## src/rtl/pwm_duty_pkg.sv

```systemverilog
package pwm_duty_pkg;

   localparam int unsigned MODE_W = 2;

   typedef enum logic [MODE_W-1:0] {
      MODE_OFF  = 2'd0,
      MODE_HALF = 2'd1,
      MODE_FULL = 2'd2,
      MODE_DUAL = 2'd3
   } chmode_e;

endpackage

```

## src/rtl/pwm_duty_xlate.sv

```systemverilog
// Translates between bus words and the internal {sign, duty} form for both layouts.
module pwm_duty_xlate #(
   parameter int unsigned DATA_W  = 16,
   parameter int unsigned DUTY_W  = 11,
   parameter int unsigned FAST_HI = 2,
   parameter int unsigned FAST_LO = 2
) (
   input  logic              fast,
   input  logic [DATA_W-1:0] wdata,
   output logic              wr_sign,
   output logic [DUTY_W-1:0] wr_duty,
   input  logic              rd_sign,
   input  logic [DUTY_W-1:0] rd_duty,
   output logic [DATA_W-1:0] rdata
);
   localparam int unsigned FAST_W = DUTY_W - FAST_HI - FAST_LO;
   localparam int unsigned FAST_TOP = DATA_W - 2;

   if (DUTY_W + 1 > DATA_W) begin : g_bad_width
      $error("duty plus sign does not fit the data word");
   end
   if (FAST_HI + FAST_LO >= DUTY_W) begin : g_bad_fast
      $error("fast layout leaves no duty bits");
   end
   if (FAST_W + 1 > DATA_W) begin : g_bad_fast_fit
      $error("fast field does not fit the data word");
   end

   always_comb begin
      wr_sign = wdata[DATA_W-1];
      wr_duty = '0;
      if (fast) begin
         wr_duty[FAST_LO +: FAST_W] = wdata[FAST_TOP -: FAST_W];
      end else begin
         wr_duty = wdata[DUTY_W-1:0];
      end
   end

   always_comb begin
      rdata = '0;
      rdata[DATA_W-1] = rd_sign;
      if (fast) begin
         rdata[FAST_TOP -: FAST_W] = rd_duty[FAST_LO +: FAST_W];
      end else begin
         rdata[DUTY_W-1:0] = rd_duty;
      end
   end

endmodule

```

## src/rtl/pwm_duty_slot.sv

```systemverilog
// One channel: shadow register written from the bus, working register loaded on demand.
module pwm_duty_slot #(
   parameter int unsigned DUTY_W = 11
) (
   input  logic              clk,
   input  logic              rst_n,
   input  logic              wr_en,
   input  logic              wr_sign,
   input  logic [DUTY_W-1:0] wr_duty,
   input  logic              load,
   output logic              sh_sign,
   output logic [DUTY_W-1:0] sh_duty,
   output logic              wk_sign,
   output logic [DUTY_W-1:0] wk_duty
);

   always_ff @(posedge clk or negedge rst_n) begin
      if (!rst_n) begin
         sh_sign <= 1'b0;
         sh_duty <= '0;
      end else if (wr_en) begin
         sh_sign <= wr_sign;
         sh_duty <= wr_duty;
      end
   end

   always_ff @(posedge clk or negedge rst_n) begin
      if (!rst_n) begin
         wk_sign <= 1'b0;
         wk_duty <= '0;
      end else if (load) begin
         wk_sign <= sh_sign;
         wk_duty <= sh_duty;
      end
   end

   // a load request moves the pre-edge shadow contents
   p_load_copies_r5: assert property (@(posedge clk) disable iff (!rst_n)
      load |=> (wk_duty == $past(sh_duty)) && (wk_sign == $past(sh_sign)));

   // without a load request the working value stays put
   p_hold_no_load_r7: assert property (@(posedge clk) disable iff (!rst_n)
      !load |=> $stable(wk_duty) && $stable(wk_sign));

endmodule

```

## src/rtl/pwm_duty_xfer.sv

```systemverilog
// Decides per channel when shadow moves to working; keeps the dual-pair arm flag.
module pwm_duty_xfer
   import pwm_duty_pkg::*;
#(
   parameter int unsigned NUM_CH = 2
) (
   input  logic                     clk,
   input  logic                     rst_n,
   input  logic                     period_zero,
   input  logic [NUM_CH*MODE_W-1:0] ch_mode,
   input  logic                     ctr_ovf,
   input  logic                     odd_wr,
   output logic [NUM_CH-1:0]        load,
   output logic                     armed,
   output logic                     dual
);
   localparam int unsigned LAST = NUM_CH - 1;

   chmode_e           mode_v [NUM_CH];
   logic [NUM_CH-1:0] is_off;
   logic [NUM_CH-1:0] is_dual;
   logic              dual_fire;

   for (genvar c = 0; c < NUM_CH; c++) begin : g_ch
      assign mode_v[c]  = chmode_e'(ch_mode[c*MODE_W +: MODE_W]);
      assign is_off[c]  = (mode_v[c] == MODE_OFF);
      assign is_dual[c] = (mode_v[c] == MODE_DUAL);
      assign load[c]    = period_zero || is_off[c] ||
                          (dual ? dual_fire : ctr_ovf);
   end

   assign dual      = &is_dual;
   assign dual_fire = ctr_ovf && armed;

   always_ff @(posedge clk or negedge rst_n) begin
      if (!rst_n) begin
         armed <= 1'b0;
      end else if (odd_wr) begin
         armed <= 1'b1;
      end else if (load[LAST]) begin
         armed <= 1'b0;
      end
   end

   // an odd-register write always leaves the pair armed
   p_arm_on_odd_r8: assert property (@(posedge clk) disable iff (!rst_n)
      odd_wr |=> armed);

   // a completed transfer of the odd channel consumes the arm
   p_arm_consumed_r8: assert property (@(posedge clk) disable iff (!rst_n)
      (armed && load[LAST] && !odd_wr) |=> !armed);

endmodule

```

## src/rtl/pwm_duty_dbuf.sv

```systemverilog
module pwm_duty_dbuf
   import pwm_duty_pkg::*;
#(
   parameter int unsigned NUM_CH  = 2,
   parameter int unsigned DATA_W  = 16,
   parameter int unsigned DUTY_W  = 11,
   parameter int unsigned FAST_HI = 2,
   parameter int unsigned FAST_LO = 2,
   parameter int unsigned AW      = (NUM_CH > 1) ? $clog2(NUM_CH) : 1
) (
   input  logic                     clk,
   input  logic                     rst_n,
   input  logic                     reg_wr,
   input  logic [AW-1:0]            reg_addr,
   input  logic [DATA_W-1:0]        reg_wdata,
   output logic [DATA_W-1:0]        reg_rdata,
   input  logic                     fast_mode,
   input  logic                     period_zero,
   input  logic [NUM_CH*MODE_W-1:0] ch_mode,
   input  logic                     ctr_ovf,
   output logic [NUM_CH*DUTY_W-1:0] work_duty,
   output logic [NUM_CH-1:0]        work_sign
);
   localparam int unsigned FAST_W = DUTY_W - FAST_HI - FAST_LO;
   localparam logic [DUTY_W-1:0] FAST_KEEP =
      DUTY_W'(((1 << FAST_W) - 1) << FAST_LO);

   if (NUM_CH < 2) begin : g_bad_pair
      $error("a channel pair needs at least two channels");
   end
   if ((1 << AW) < NUM_CH) begin : g_bad_aw
      $error("address width too small for channel count");
   end

   logic                           wr_sign;
   logic [DUTY_W-1:0]              wr_duty;
   logic [NUM_CH-1:0]              sh_sign;
   logic [NUM_CH-1:0][DUTY_W-1:0]  sh_duty;
   logic [NUM_CH-1:0][DUTY_W-1:0]  wk_duty;
   logic [NUM_CH-1:0]              load;
   logic [NUM_CH-1:0]              wr_en;
   logic                           odd_wr;
   logic                           armed;
   logic                           dual;

   pwm_duty_xlate #(
      .DATA_W (DATA_W),
      .DUTY_W (DUTY_W),
      .FAST_HI(FAST_HI),
      .FAST_LO(FAST_LO)
   ) u_xlate (
      .fast   (fast_mode),
      .wdata  (reg_wdata),
      .wr_sign(wr_sign),
      .wr_duty(wr_duty),
      .rd_sign(sh_sign[reg_addr]),
      .rd_duty(sh_duty[reg_addr]),
      .rdata  (reg_rdata)
   );

   for (genvar c = 0; c < NUM_CH; c++) begin : g_slot
      assign wr_en[c] = reg_wr && (reg_addr == AW'(c));

      pwm_duty_slot #(.DUTY_W(DUTY_W)) u_slot (
         .clk    (clk),
         .rst_n  (rst_n),
         .wr_en  (wr_en[c]),
         .wr_sign(wr_sign),
         .wr_duty(wr_duty),
         .load   (load[c]),
         .sh_sign(sh_sign[c]),
         .sh_duty(sh_duty[c]),
         .wk_sign(work_sign[c]),
         .wk_duty(wk_duty[c])
      );

      assign work_duty[c*DUTY_W +: DUTY_W] = wk_duty[c];
   end

   assign odd_wr = wr_en[NUM_CH-1];

   pwm_duty_xfer #(.NUM_CH(NUM_CH)) u_xfer (
      .clk        (clk),
      .rst_n      (rst_n),
      .period_zero(period_zero),
      .ch_mode    (ch_mode),
      .ctr_ovf    (ctr_ovf),
      .odd_wr     (odd_wr),
      .load       (load),
      .armed      (armed),
      .dual       (dual)
   );

   // a fast-layout write leaves the dropped duty bits cleared in the shadow
   p_fast_clears_r2: assert property (@(posedge clk) disable iff (!rst_n)
      (reg_wr && fast_mode) |=> ((sh_duty[$past(reg_addr)] & ~FAST_KEEP) == '0));

   // a dual pair that is not armed ignores overflow
   p_dual_waits_r8: assert property (@(posedge clk) disable iff (!rst_n)
      (dual && !period_zero && !armed) |=> $stable(work_duty) && $stable(work_sign));

   // the working outputs are zero on the first edge after reset releases
   p_reset_zero_r9: assert property (@(posedge clk)
      !rst_n |=> (work_duty == '0) && (work_sign == '0));

endmodule

```

## config.mk

```make
export PLATFORM = sky130hd
export DESIGN_NAME = pwm_duty_dbuf
export DESIGN_NICKNAME = d
export VERILOG_FILES = /design/src/rtl/pwm_duty_pkg.sv /design/src/rtl/pwm_duty_xlate.sv /design/src/rtl/pwm_duty_slot.sv /design/src/rtl/pwm_duty_xfer.sv /design/src/rtl/pwm_duty_dbuf.sv
export SDC_FILE = /design/constraint.sdc
export NUM_CORES = 1
export LEC_CHECK = 0
export BUFFER_PORTS_ARGS = -buffer_cell sky130_fd_sc_hd__buf_2
export CORE_MARGIN = 1.5
export CORE_UTILIZATION = 35
export DETAILED_ROUTE_END_ITERATION = 8
export GPL_TIMING_DRIVEN = 0
export HOLD_SLACK_MARGIN = 0.1
export MAX_ROUTING_LAYER = met4
export SLEW_MARGIN = 30
export SYNTH_ARGS = -nofsm -noshare
export SYNTH_HDL_FRONTEND = slang
export SYNTH_HIERARCHICAL = 1
export SYNTH_SLANG_ARGS = --single-unit
```

## constraint.sdc

```tcl
create_clock -name clk -period 1.8 [get_ports clk]
set_clock_uncertainty 0.15 [all_clocks]
set_input_delay 0.45 -clock clk [delete_from_list [all_inputs] [get_ports clk]]
set_output_delay 0.45 -clock clk [all_outputs]
set_load 0.005 [all_outputs]
```

======== Yosys cells after proc, flatten, opt, wreduce, memory -nomap -nowiden ========
Cells that the tools add are included.
word-level totals
  register bits after elaboration ......... 49
  input bits .............................. 27
  output and inout bits ................... 40
  word-level logic and storage cells ...... 37
cells by class
  $lt $le $gt $ge ......................... 1
  equal/unequal tests ..................... 2
  muxes and demuxes ....................... 13
  bitwise operators ....................... 1
  reduce and logical (&&, ||, !) cells .... 11
operator list
  kind                                                                  number
  11-bit 2-to-1 mux                                                     2
  8-bit 2-to-1 mux                                                      1
  7-bit 2-to-1 mux                                                      1
  1-bit 2-to-1 mux                                                      5
  2-bit equality test, second input constant                            2
  2-bit zero test                                                       2
  1-bit logical OR                                                      4
  2-bit 2-to-1 mux                                                      2
  4-bit 2-to-1 mux                                                      1
  1-bit logical AND                                                     3
  3-bit 2-to-1 mux                                                      1
  1-bit by 2-bit < comparator with 1-bit output, second input constant  1
  2-bit AND reduction                                                   1
  2-bit nonzero test                                                    1
  1-bit inverter                                                        1

======== Depth between registers and ports, before layout ========
  word-level depth ........................ 6
  mapped depth ............................ 4
  mapped depth without buffers ............ 3

======== Cells and area by module ========
Netlist, hierarchy kept.
by module, submodules not included
  module          times used  cells each  area each (um^2)  seq. area each (um^2)
  pwm_duty_slot   2           50          968.4             600.6
  pwm_duty_xlate  1           31          281.5             0.0
  pwm_duty_dbuf   1           15          162.7             0.0
  pwm_duty_xfer   1           11          96.3              25.0

======== Worst setup path after synthesis ========
Ideal clock, no wire load.
  path kind ............................... input to output
  start ................................... input port reg_addr
  end ..................................... output port reg_rdata[8]
  data arrival time ....................... 1.153 ns
  required time ........................... 1.200 ns
  setup slack ............................. 0.047 ns
  stages .................................. 3
  buffers on the path ..................... 1
  cells stage by stage .................... buf_6 mux2_2 mux2_2
between the ends
  word-level cells in the longest chain between the ends .. 3
ends and longest elaborated chain
  what                                                   RTL line              RTL
  from (decl)                                            pwm_duty_dbuf.sv:14   input logic [AW-1:0] reg_addr,
  11-bit 2-to-1 mux (implied by the code) (2 in series)  pwm_duty_dbuf.sv:57   .rd_duty(sh_duty[reg_addr]),
  3-bit 2-to-1 mux                                       pwm_duty_xlate.sv:42  if (fast) begin
  to (decl)                                              pwm_duty_dbuf.sv:16   output logic [DATA_W-1:0] reg_rdata,
No other way between the ends. The select of a mux whose other input is x is not followed.

======== Final worst setup path ========
  start ................................... input port reg_addr
  end ..................................... output port reg_rdata[10]
The elaborated chain is that of the path after synthesis.

==> impl_metrics.tcl <==
set metrics [dict create \
    max_fanout_on_critical_path 5 \
    min_delay_path_class "input pin to flip-flop" \
    antenna_cells 0 \
    die_area_um2 7580 \
    design.final.nets 276 \
    r2r-end "g_slot[1].u_slot/wk_duty[9]$_DFFE_PN0P_" \
    timing.critical_path.buf_inv 3 \
    crit_arrival_ps 1390 \
    cellPowerDensity_nw_per_um2 937 \
    critPathSlowestCell "sky130_fd_sc_hd__mux2_4" \
    reg2regPathDepth 4 \
    setup_viol 15 \
    grt_start_max_net_pins 50 \
    run_status "finished with violations" \
    syn-cell-area_um2 2470 \
    setup_ws_ps -190 \
    cp_slowest_stage_delay_ps 300 \
    ys.warnings.count 6 \
    first_iter_violations 84 \
    grt_setup_unrepaired "true" \
    synth_area_per_cell_um2 15.9 \
    cp_cell_sequence "buf_12 > buf_8 > mux2_4 > mux2_4 > buf_6" \
    crit_top_cell "sky130_fd_sc_hd__mux2_4" \
    stdcell_area_um2 3350 \
    totalWireLength_um 5470 \
    chipWidth_um 87.1 \
    worst_pin_slew_ps 613 \
    path_depth 5 \
    slew_headroom 0.592 \
    cts_sinks 49 \
    layout.cells.most_common_list "56 x sky130_fd_sc_hd__mux2_4, 56 x sky130_fd_sc_hd__buf_2, 49 x sky130_fd_sc_hd__dfrtp_1" \
    grt_pass1_wl_um 8250 \
    violations "setup timing" \
    ant_nets 0 \
    place_area_um2 2920 \
    cts-buffers-inserted 5 \
    design.core.area_um2 6830 \
    post_route_non_filler_standard_cell_count 346 \
    worst_hold_slack_after_final_layout_ps 221 \
    root_buffer "sky130_fd_sc_hd__clkbuf_8" \
    leakage_nw 1.74 \
    post-place-cells 316 \
    cts.htree.levels 2 \
    hold_viol_final 0 \
    period_minus_slack_ps 1990 \
    vdd_drop_max_mv 0.364 \
    place.gp.congestion 0.728 \
    critPathKind "input pin to output port" \
    cp.required_ps 1200 \
    drv.max_cap_violation_count 0 \
    drive_gt1_frac 0.720 \
    tritoncts_clock_tree "built" \
    crit-reg2reg-launch "u_xfer/armed$_DFFE_PN0P_" \
    placementRows 30 \
    antenna_found_initial 0 \
    number_of_global_route_vias_before_repair 1559 \
    grt_remaining_overflow 0 \
    timing.critical_path.to "reg_rdata[10]" \
    critPathCaptureType "output port" \
    vias 1588 \
    number_of_primary_i_o_pins 67 \
    grt_usage 0.152 \
    cp-startpoint "reg_addr" \
    synthesized_netlist_net_count 183 \
    ctsLongestPathBuffers 2 \
    drtPass1Iterations 4 \
    detail_route.wl_per_cell_um 15.8 \
    clk_latency_ps 300 \
    portBuffers 64 \
    syn_to_final_growth_pct 35.3 \
    timing.reg2reg.setup_slack_ps 160 \
    finalCritPeriodShare 1.11 \
    initial_utilization 0.362 \
    detailedPlacementHpwl_um 3580 \
    route.detailed.vias_per_inst 4.59 \
    clock.fmax_mhz 503 \
    worst_setup_path_start_kind "input pin" \
    synthesis.instances 156 \
    cts.clk_slew.worst_paths_ps 90 \
    floorplan.die.height_um 87.1 \
    slew_viol_final 0 \
    cp_top_family "multiplexers" \
    drt_drc_violations_left 0 \
]
layer usage:
| layer | track usage | wire length (um) | vias up |
|---|---|---|---|
| met3 | 0.0284 | 139 | 4 |
| met5 | - | 0 | - |
| met2 | 0.231 | 2720 | 30 |
| met4 | 0.0484 | 38 | 0 |
| li1 | - | - | 730 |
| met1 | 0.205 | 2560 | 824 |
through the flow:
stage	total power, W	util	worst slack (ps)	setup TNS, ps
global placement	0.00215	0.427	-371	-3980
global route	0.00329	0.490	-209	-1920
floorplan	0.00187	-	46.6	0
finish	0.00314	0.490	-190	-1470
detailed placement	0.00216	0.427	-377	-4480
CTS	0.00307	0.471	-191	-1930
sequential cells by signal, indices dropped and copies added (netlist names):
signal,cells
u_xfer/armed,1
g_slot.u_slot/sh_duty,22
g_slot.u_slot/wk_duty,22
g_slot.u_slot/wk_sign,2
g_slot.u_slot/sh_sign,2
report_power, final:
group          internal [W]  switching [W]
registers           0.00129       0.000117
logic              0.000621       0.000297
clock network      0.000452       0.000365
layout make-up:
class | instances | area, um2
Clock buffer | 6 | 82.6
Multi-Input combinational cell | 95 | 1200
Timing Repair Buffer | 87 | 577
Inverter | 2 | 7.51
Clock inverter | 2 | 37.5
Sequential cell | 49 | 1230
Fill cell | 658 | 3480
Tap cell | 96 | 120
Buffer | 9 | 98.8
timing repair:
action	4_1_cts	5_1_grt
resized for setup	17	15
setup buffers	9	13
endpoints found under the hold margin	49	0
setup endpoints to repair	16	17
cloned	1	0
hold buffers	1	0
worst min-delay path by stage:
stage / start / endpoint / slack, ps / cells past startpoint
finish: period_zero / u_xfer/armed$_DFFE_PN0P_ / 220 / 2
floorplan: rst_n / g_slot[0].u_slot/sh_duty[0]$_DFFE_PN0P_ / 4 / 0
detailed placement: g_slot[1].u_slot/wk_duty[3]$_DFFE_PN0P_ / g_slot[1].u_slot/wk_duty[3]$_DFFE_PN0P_ / 340 / 1
CTS: period_zero / u_xfer/armed$_DFFE_PN0P_ / 210 / 2
global route: period_zero / u_xfer/armed$_DFFE_PN0P_ / 210 / 2
global placement: g_slot[1].u_slot/wk_duty[9]$_DFFE_PN0P_ / g_slot[1].u_slot/wk_duty[9]$_DFFE_PN0P_ / 340 / 1
Power figures use the tool's default switching activity.
